`src/rtl/fcmp_pkg.sv`:
```
// Package: shared widths, condition code encoding and operand class type
// for the single-precision compare unit.
package fcmp_pkg;
    localparam int EXP_W  = 8;
    localparam int FRAC_W = 23;
    localparam int FP_W   = 1 + EXP_W + FRAC_W;

    typedef enum logic [1:0] {
        CC_EQ    = 2'd0,
        CC_LESS  = 2'd1,
        CC_GREAT = 2'd2,
        CC_UNORD = 2'd3
    } cc_e;

    typedef struct packed {
        logic is_nan;
        logic is_snan;
        logic is_zero;
        logic sign;
    } fp_class_t;
endpackage

```
`src/rtl/fcmp_classify.sv`:
```
// Module: fcmp_classify
// Classifies one operand as NaN, signaling NaN or zero and extracts its sign.
// Assumes the IEEE-754 layout sign | exponent | fraction, with the fraction
// MSB marking a quiet NaN.
module fcmp_classify
    import fcmp_pkg::*;
#(
    parameter int E_W = EXP_W,
    parameter int F_W = FRAC_W,
    localparam int W  = 1 + E_W + F_W
) (
    input  logic [W-1:0] val_i,
    output fp_class_t    cls_o
);
    logic [E_W-1:0] exp_f;
    logic [F_W-1:0] frac_f;

    // Field split and class decode.
    always_comb begin
        exp_f          = val_i[W-2 -: E_W];
        frac_f         = val_i[F_W-1:0];
        cls_o.sign     = val_i[W-1];
        cls_o.is_nan   = (&exp_f) && (|frac_f);
        cls_o.is_snan  = cls_o.is_nan && !frac_f[F_W-1];
        cls_o.is_zero  = (exp_f == '0) && (frac_f == '0);
    end
endmodule

```
`src/rtl/fcmp_order.sv`:
```
// Module: fcmp_order
// Derives the condition code from two classified operands. NaNs give
// unordered, signed zeros are equal, and otherwise the result comes from the
// sign and a magnitude compare that is reversed when both operands are negative.
module fcmp_order
    import fcmp_pkg::*;
#(
    parameter int W = FP_W
) (
    input  logic [W-1:0] a_i,
    input  logic [W-1:0] b_i,
    input  fp_class_t    a_cls_i,
    input  fp_class_t    b_cls_i,
    output cc_e          cc_o
);
    logic [W-2:0] mag_a;
    logic [W-2:0] mag_b;
    logic         mag_lt;
    logic         mag_eq;

    // Ordering decision by priority: unordered, zeros, sign, magnitude.
    always_comb begin
        mag_a  = a_i[W-2:0];
        mag_b  = b_i[W-2:0];
        mag_lt = mag_a < mag_b;
        mag_eq = mag_a == mag_b;
        if (a_cls_i.is_nan || b_cls_i.is_nan)
            cc_o = CC_UNORD;
        else if (a_cls_i.is_zero && b_cls_i.is_zero)
            cc_o = CC_EQ;
        else if (a_cls_i.sign != b_cls_i.sign)
            cc_o = a_cls_i.sign ? CC_LESS : CC_GREAT;
        else if (mag_eq)
            cc_o = CC_EQ;
        else if (mag_lt ^ a_cls_i.sign)
            cc_o = CC_LESS;
        else
            cc_o = CC_GREAT;
    end
endmodule

```
`src/rtl/fcmp_cond_unit.sv`:
```
// Module: fcmp_cond_unit (top)
// Single-precision compare with a quiet or signaling mode. Registers the
// condition code, the invalid flag and a status word whose condition field is
// replaced unless a trapping invalid inhibits the result. The result is ready
// one cycle after start.
module fcmp_cond_unit
    import fcmp_pkg::*;
#(
    parameter int STAT_W = 32,
    parameter int CC_LSB = 10,
    localparam int CC_MSB = CC_LSB + 1
) (
    input  logic              clk,
    input  logic              rst_n,
    input  logic              start_i,
    input  logic              signaling_i,
    input  logic              inv_trap_en_i,
    input  logic [FP_W-1:0]   src1_i,
    input  logic [FP_W-1:0]   src2_i,
    input  logic [STAT_W-1:0] status_i,
    output logic              done_o,
    output logic [1:0]        cc_o,
    output logic              invalid_o,
    output logic [STAT_W-1:0] status_o
);
    fp_class_t         cls [2];
    logic [FP_W-1:0]   ops [2];
    cc_e               cc_n;
    logic              inv_n;
    logic [STAT_W-1:0] stat_n;

    assign ops[0] = src1_i;
    assign ops[1] = src2_i;

    // One classifier per operand.
    for (genvar g = 0; g < 2; g++) begin : g_cls
        fcmp_classify #(.E_W(EXP_W), .F_W(FRAC_W)) cls_i (
            .val_i (ops[g]),
            .cls_o (cls[g])
        );
    end

    fcmp_order #(.W(FP_W)) ord_i (
        .a_i     (src1_i),
        .b_i     (src2_i),
        .a_cls_i (cls[0]),
        .b_cls_i (cls[1]),
        .cc_o    (cc_n)
    );

    // Invalid rule per mode, then the status merge unless inhibited.
    always_comb begin
        inv_n  = (cc_n == CC_UNORD) &&
                 (signaling_i || cls[0].is_snan || cls[1].is_snan);
        stat_n = status_i;
        if (!(inv_n && inv_trap_en_i))
            stat_n[CC_MSB:CC_LSB] = cc_n;
    end

    // Result registers, loaded only when a compare is launched.
    always_ff @(posedge clk) begin
        if (!rst_n) begin
            done_o    <= 1'b0;
            cc_o      <= 2'd0;
            invalid_o <= 1'b0;
            status_o  <= '0;
        end else begin
            done_o <= start_i;
            if (start_i) begin
                cc_o      <= cc_n;
                invalid_o <= inv_n;
                status_o  <= stat_n;
            end
        end
    end

    AST_DONE_AFTER_START: assert property (@(posedge clk) disable iff (!rst_n)
        start_i |=> done_o);
    AST_HOLD_IDLE: assert property (@(posedge clk) disable iff (!rst_n)
        !start_i |=> (!done_o && $stable(status_o) && $stable(cc_o)));
    AST_INVALID_UNORD: assert property (@(posedge clk) disable iff (!rst_n)
        (done_o && invalid_o) |-> (cc_o == 2'd3));
    AST_SIG_UNORD: assert property (@(posedge clk) disable iff (!rst_n)
        start_i && signaling_i |=> (invalid_o == (cc_o == 2'd3)));
    AST_INHIBIT: assert property (@(posedge clk) disable iff (!rst_n)
        start_i && inv_trap_en_i |=> (invalid_o -> (status_o == $past(status_i))));
    AST_MERGE: assert property (@(posedge clk) disable iff (!rst_n)
        start_i |=> (status_o[CC_LSB-1:0] == $past(status_i[CC_LSB-1:0])));
endmodule

```
`config.mk`:
```
export PLATFORM = sky130hd
export DESIGN_NAME = fcmp_cond_unit
export DESIGN_NICKNAME = d
export VERILOG_FILES = /design/src/rtl/fcmp_pkg.sv /design/src/rtl/fcmp_classify.sv /design/src/rtl/fcmp_order.sv /design/src/rtl/fcmp_cond_unit.sv
export SDC_FILE = /design/constraint.sdc
export NUM_CORES = 1
export LEC_CHECK = 0
export ABC_AREA = 1
export CORE_MARGIN = 5
export CORE_UTILIZATION = 30
export CTS_CLUSTER_SIZE = 10
export DETAILED_ROUTE_END_ITERATION = 16
export HOLD_SLACK_MARGIN = 0.08
export PLACE_DENSITY = 0.64
export REMOVE_ABC_BUFFERS = 1
export SETUP_SLACK_MARGIN = 0.1
export SLEW_MARGIN = 20
export SYNTH_ARGS = -nofsm -noshare
export SYNTH_HDL_FRONTEND = slang
export SYNTH_SLANG_ARGS = --single-unit
```
`constraint.sdc`:
```
create_clock -name clk -period 5.4 [get_ports clk]
set_input_delay 1.08 -clock clk [delete_from_list [all_inputs] [get_ports clk]]
set_output_delay 1.08 -clock clk [all_outputs]
set_load 0.02 [all_outputs]
```
==> results.toml, run 1 <==
[timing]
setup-tns-final_ns = 0
worst_slack_ns = 2.41
tightest_slew_ns = 1.03
hold_slack_ns = 0.467
fin_worst_skew_ns = 0
period_needed_ns = 2.99
max_freq_ghz = 0.335
rsz0062_at_grt = "false"
finalHoldViolCount = 0
drv_slew = 0
period_share_pct = 55.3
setup_viol = 0
relSlewSlack_pct = 31.0

[placement]
post-place-ws_ns = 2.15
numPortBuffers = 136
gp_congestion = 0.888
dpl.hpwl_um = 6710

[routing]
drtIter0Drc = 97
drt_drc_violations_left = 0
ant_nets = 0
wl_per_cell_um = 12.8
drt_first_pass_iters = 4
via_count = 2839
viasPerCell = 4.53
wl_um = 8000

[clock_network]
root_buffer = "clkbuf_8"
htree_levels = 2
cts_hold_buf = 0
clock_sinks = 36
clk_pin_slew_ns = 0.07
numCtsBuffers = 5
cts_tree = "done"
cts_setup_buffers = 0
max-clock-path-buffers = 2
insertion_delay_ns = 0.28
cts_resized = 0

[final_layout]
drive_gt1_share_pct = 5.36
most-common-layout-cells = "136 x clkdlybuf4s50_1, 83 x nor2_1, 67 x nand2_1"
syn_to_final_growth_pct = 63.0
final_net_count = 653
layout_commonest_cell = "clkdlybuf4s50_1"
n_antenna_cell = 0

[worst_setup_path]
worstPathMaxFanout = 4
start_kind = "input pin"
worstPathCellList = "clkdlybuf4s50_1, inv_1, ha_1, a21o_1, nor2_1, nand2_1, a21oi_1, nand2_1, nand2_1, nand3_1, nand2_1, nand2_1, nand2_1, nand3_1, a21oi_1"
slowest_delay_ns = 0.51
critPathKind = "input pin to flip-flop"
critical_path_arrival_ns = 3.19
cp.required_ns = 5.61
worstSetupEndpointType = "flip-flop"
slowest_stage = "clkdlybuf4s50_1"
worst_path_most_repeated_cell = "nand2_1"

[global_route]
grt_max_degree = 39
gr-total-overflow = 0
grt_pass1_wl_um = 12600
grt_antenna_before_repair = 0
grt_use_total_pct = 15.0
grt_pass1_vias = 2696

[power_and_ir_drop]
power_frac_seq_pct = 36.1
ir_drop_mv = 0.0829
share_comb_of_total_power_pct = 31.9
power.internal_mw = 0.583
finalPower_mw = 0.809
leakagePower_nw = 1.88
swShare_pct = 27.9
p_sw_mw = 0.226
clkPwrFrac_pct = 32.0
p_per_area_nw_per_um2 = 197

[logic_synthesis]
seq_area_frac_synth_pct = 28.7
syn_avg_cell_area_um2 = 6.50
synth_edf_count = 0
syn_inst = 387
ys_seq_elements = 36
synthFlopType = "dfxtp_1"
async_reset_ff_share_pct = 0
netlist-cell-type-count = 26
netlist_area_um2 = 2510
synth_warnings = 0

[die]
ios = 137
core_um2 = 8180
die_h_um = 102
start_util_pct = 30.8
die_area_um2 = 10300
die_w_um = 102
num_rows = 33

[outcome]
status = "completed"

[job]
max_cap_violations = 0

[hold_path]
hp-class = "flip-flop to flip-flop"
==> metal layers <==
metal | track usage, % | wire, µm
met5 | 0 | 0
met4 | 2.45 | 27
met3 | 3.10 | 481
met2 | 25.8 | 3780
met1 | 19.6 | 3710
==> critical path, delay by kind of cell <==
kind,cells,cell delay [ns]
simple gates,9,0.67
compound gates,3,0.56
fa+ha+maj,1,0.33
buf+inv,2,0.57
==> final timing paths <==
| path | startpoint | end | slack (ns) | cells after the start |
|---|---|---|---|---|
| worst max register to register | cc_o[1]$_SDFFE_PN0P_ | cc_o[1]$_SDFFE_PN0P_ | 4.74 | 4 |
| worst min-delay path | status_o[11]$_SDFFE_PN0P_ | status_o[11]$_SDFFE_PN0P_ | 0.47 | 2 |
| worst min register to register | status_o[11]$_SDFFE_PN0P_ | status_o[11]$_SDFFE_PN0P_ | 0.47 | 2 |
| worst max-delay path | src2_i[30] | status_o[10]$_SDFFE_PN0P_ | 2.41 | 15 |
==> layout make-up <==
class                           count  area (µm²)
Multi-Input combinational cell    282        1530
Timing Repair Buffer              137        1370
Clock buffer                        7        96.3
Inverter                           59         226
Fill cell                         823        4080
Clock inverter                      1        30.0
Sequential cell                    36         721
Tap cell                          105         131
==> state kept, by name, indices dropped and copies added (netlist names) <==
register	cells
done_o	1
invalid_o	1
cc_o	2
status_o	32
==> kinds of logic after synthesis <==
family | synth area share, %
flip-flops | 28.7
AND/OR/NAND/NOR | 35.3
AO/OA/AOI/OAI | 9.95
adder cells (fa/ha/maj) | 15.4
buffers and inverters | 10.6
==> cells in the mapped netlist (2+ instances only) <==
| library cell | number | area [µm²] |
|---|---|---|
| a21o_1 | 2 | 15.0 |
| nor2_1 | 83 | 312 |
| or2_1 | 5 | 31.3 |
| dfxtp_1 | 36 | 721 |
| clkbuf_1 | 9 | 33.8 |
| nand2_1 | 67 | 251 |
| nand4_1 | 14 | 87.6 |
| nand3_1 | 16 | 80.1 |
| a21oi_1 | 15 | 75.1 |
| nor3_1 | 4 | 20.0 |
| inv_2 | 12 | 45.0 |
| clkinv_1 | 3 | 11.3 |
| inv_1 | 43 | 161 |
| nor4_1 | 4 | 25.0 |
| ha_1 | 31 | 388 |
| nor3_2 | 3 | 30.0 |
| o21ai_0 | 31 | 155 |
==> per-stage QoR <==
stage	utilization (%)	instance area, µm²	std cells
after global placement	48.6	3970	619
after detailed placement	48.6	3970	619
after floorplan	-	2470	377
after global routing	50.2	4100	627
final	50.2	4100	627
after CTS	50.2	4100	627
==> power groups by stage <==
| stage | Sequential, mW | Combinational [mW] | Clock, mW |
|---|---|---|---|
| after floorplan | 0.321 | 0.0874 | 0 |
| after global placement | 0.298 | 0.258 | 0 |
| after detailed placement | 0.298 | 0.259 | 0 |
| after CTS | 0.292 | 0.260 | 0.264 |
| after global routing | 0.294 | 0.286 | 0.274 |
| final | 0.292 | 0.258 | 0.259 |
(Power assumes the default switching activity.)
==> inputs of run 2 (changes only) <==
--- a/config.mk
+++ b/config.mk
@@ -11,7 +11,7 @@
 export CTS_CLUSTER_SIZE = 10
 export DETAILED_ROUTE_END_ITERATION = 16
 export HOLD_SLACK_MARGIN = 0.08
-export PLACE_DENSITY = 0.64
+export PLACE_DENSITY = 0.66
 export REMOVE_ABC_BUFFERS = 1
 export SETUP_SLACK_MARGIN = 0.1
 export SLEW_MARGIN = 20
==> constraint.sdc (replaced) <==
create_clock -name clk -period 2.6 [get_ports clk]
set_input_delay 0.52 -clock clk [delete_from_list [all_inputs] [get_ports clk]]
set_output_delay 0.52 -clock clk [all_outputs]
set_load 0.02 [all_outputs]
==> run 2 against run 1 <==
- sequential share of layout area decreased by 0.55 points
- sequential power up 110%
- combinational power rose by 120%
- design area up 3.2%
- non-clock buffer count grew 13
- first-iteration DRC count increased by 7.2%
- flip-flop and latch count is the same
- critical path type unchanged
- largest cell class unchanged
==> results.toml, run 2 (same netlist as run 1, synthesis figures left out) <==
[routing]
wl_per_cell_um = 12.9
viasPerCell = 4.55
drt_drc_violations_left = 0
drt_first_pass_iters = 4
wl_um = 8240
via_count = 2905
drtIter0Drc = 104
ant_nets = 0

[timing]
fin_worst_skew_ns = 0
period_share_pct = 89.9
relSlewSlack_pct = 58.5
setup_viol = 0
finalHoldViolCount = 0
period_needed_ns = 2.34
rsz0062_at_grt = "true"
max_freq_ghz = 0.428
setup-tns-final_ns = 0
tightest_slew_ns = 0.621
drv_slew = 0

[placement]
dp.cells = 632
gp_congestion = 0.860
numPortBuffers = 136
place_area_um2 = 4070
dpl.hpwl_um = 7110

[die]
ios = 137
start_util_pct = 30.8
die_h_um = 102
die_w_um = 102
num_rows = 33
core_um2 = 8180
die_area_um2 = 10300

[final_layout]
largestRegisters = "status_o: 32 flops, cc_o: 2 flops"
fillers = 816
top_register = "status_o"
most-common-layout-cells = "133 x clkdlybuf4s50_1, 80 x nor2_1, 63 x nand2_1"
multiInputGateArea_um2 = 1600
syn_to_final_growth_pct = 68.3
n_antenna_cell = 0
final_net_count = 666
largest_reg_flops = 32
stdcell_count = 639
stdcell_area_um2 = 4230
layout_commonest_cell = "clkdlybuf4s50_1"
drive_gt1_share_pct = 10.1
register_area_um2 = 721

[outcome]
status = "completed"

[hold_path]
hp-start = "cc_o[0]$_SDFFE_PN0P_"
whs_endpoint = "cc_o[0]$_SDFFE_PN0P_"
worstHoldPathCells = 2
hp-class = "flip-flop to flip-flop"

[clock_network]
cts_setup_buffers = 0
htree_levels = 2
clk_pin_slew_ns = 0.06
insertion_delay_ns = 0.28
cts_tree = "done"
clock_sinks = 36
max-clock-path-buffers = 2
root_buffer = "clkbuf_8"
numCtsBuffers = 5

[worst_setup_path]
slowest_stage = "clkdlybuf4s50_1"
worstPathCellList = "clkdlybuf4s50_1, ha_4, nand3_1, nor2_2, nand3_2, nor3_2, nand2_2, nand2_2, nand2_1, nand3_1, nand2_1, nand3_1, nand2_1, o21ai_2, inv_1"
r2r-start = "cc_o[1]$_SDFFE_PN0P_"
reg2reg_slack_ns = 1.94
rr_endpoint = "cc_o[1]$_SDFFE_PN0P_"
slowest_delay_ns = 0.50
critical_path_arrival_ns = 2.51
start_kind = "input pin"
worstSetupEndpointType = "flip-flop"
cp.required_ns = 2.78
critPathKind = "input pin to flip-flop"
reg2regPathDepth = 4
worstPathMaxFanout = 3

[global_route]
grt_pass1_vias = 2971
grt_antenna_before_repair = 0
gr-total-overflow = 0
grt_pass1_wl_um = 13200
grt_max_degree = 35
grt_use_total_pct = 15.6

[power_and_ir_drop]
leakagePower_nw = 1.95
p_per_area_nw_per_um2 = 364
ir_drop_mv = 0.167
finalPower_mw = 1.54

[job]
max_cap_violations = 0
run 2: final cells by class:
class	count	share of cell area, %
multi-input combinational	282	37.9
sequential	36	17.0
inverter	59	5.35
clock buffer	6	1.71
clock inverter	1	0.118
tap	105	3.10
timing repair buffer	150	34.8
run 2: critical path: cells and delay by family:
kind,cells,cell delay (ns)
AO/OA/AOI/OAI,1,0.11
adder cells (fa/ha/maj),1,0.32
buffers and inverters,2,0.54
AND/OR/NAND/NOR,11,1.02
run 2: layer usage:
metal  global-route usage [%]  routed length [µm]  vias to the layer above
met5                        0                   0                        -
met4                     4.19                  90                        0
met3                     2.89                 473                        8
met2                     28.4                4170                       71
met1                     18.7                3510                     1286
li1                         -                   -                     1540
run 2: stage by stage:
step	hold slack [ns]	setup WS [ns]	utilization, %
global route	0.498	0.0807	51.8
CTS	0.475	0.189	50.7
finish	0.470	0.264	51.8
global placement	0.461	0.0257	49.8
floorplan	0.541	0.658	-
detailed placement	0.465	-0.0989	49.8
run 2: repair_timing:
item,CTS,global route
hold buffers,0,0
gates resized for setup,0,18
setup endpoints to repair,0,4
run 2: how the worst max path moves through the flow:
stage / from / end / slack, ns / cells after the start
floorplan: src2_i[22] / cc_o[1]$_SDFFE_PN0P_ / 0.66 / 15
global placement: src2_i[30] / cc_o[1]$_SDFFE_PN0P_ / 0.03 / 16
detailed placement: src2_i[30] / cc_o[1]$_SDFFE_PN0P_ / -0.1 / 16
CTS: src2_i[30] / cc_o[1]$_SDFFE_PN0P_ / 0.19 / 16
global route: src2_i[17] / status_o[10]$_SDFFE_PN0P_ / 0.08 / 18
finish: src1_i[29] / cc_o[1]$_SDFFE_PN0P_ / 0.26 / 15
run 2: power by group:
group          switching, mW  internal, mW  leakage, nW
Sequential            0.0178         0.590        0.299
Combinational          0.263         0.303         1.61
Clock                  0.186         0.182       0.0410
Total                  0.467          1.08         1.95
==> inputs of run 3 (changes only) <==
--- a/config.mk
+++ b/config.mk
@@ -8,6 +8,7 @@
 export ABC_AREA = 1
 export CORE_MARGIN = 5
 export CORE_UTILIZATION = 30
+export CTS_CLUSTER_DIAMETER = 120
 export CTS_CLUSTER_SIZE = 10
 export DETAILED_ROUTE_END_ITERATION = 16
 export HOLD_SLACK_MARGIN = 0.08
==> results of run 3 <==
Final layout, timing and power as in run 2 (identical DEF).
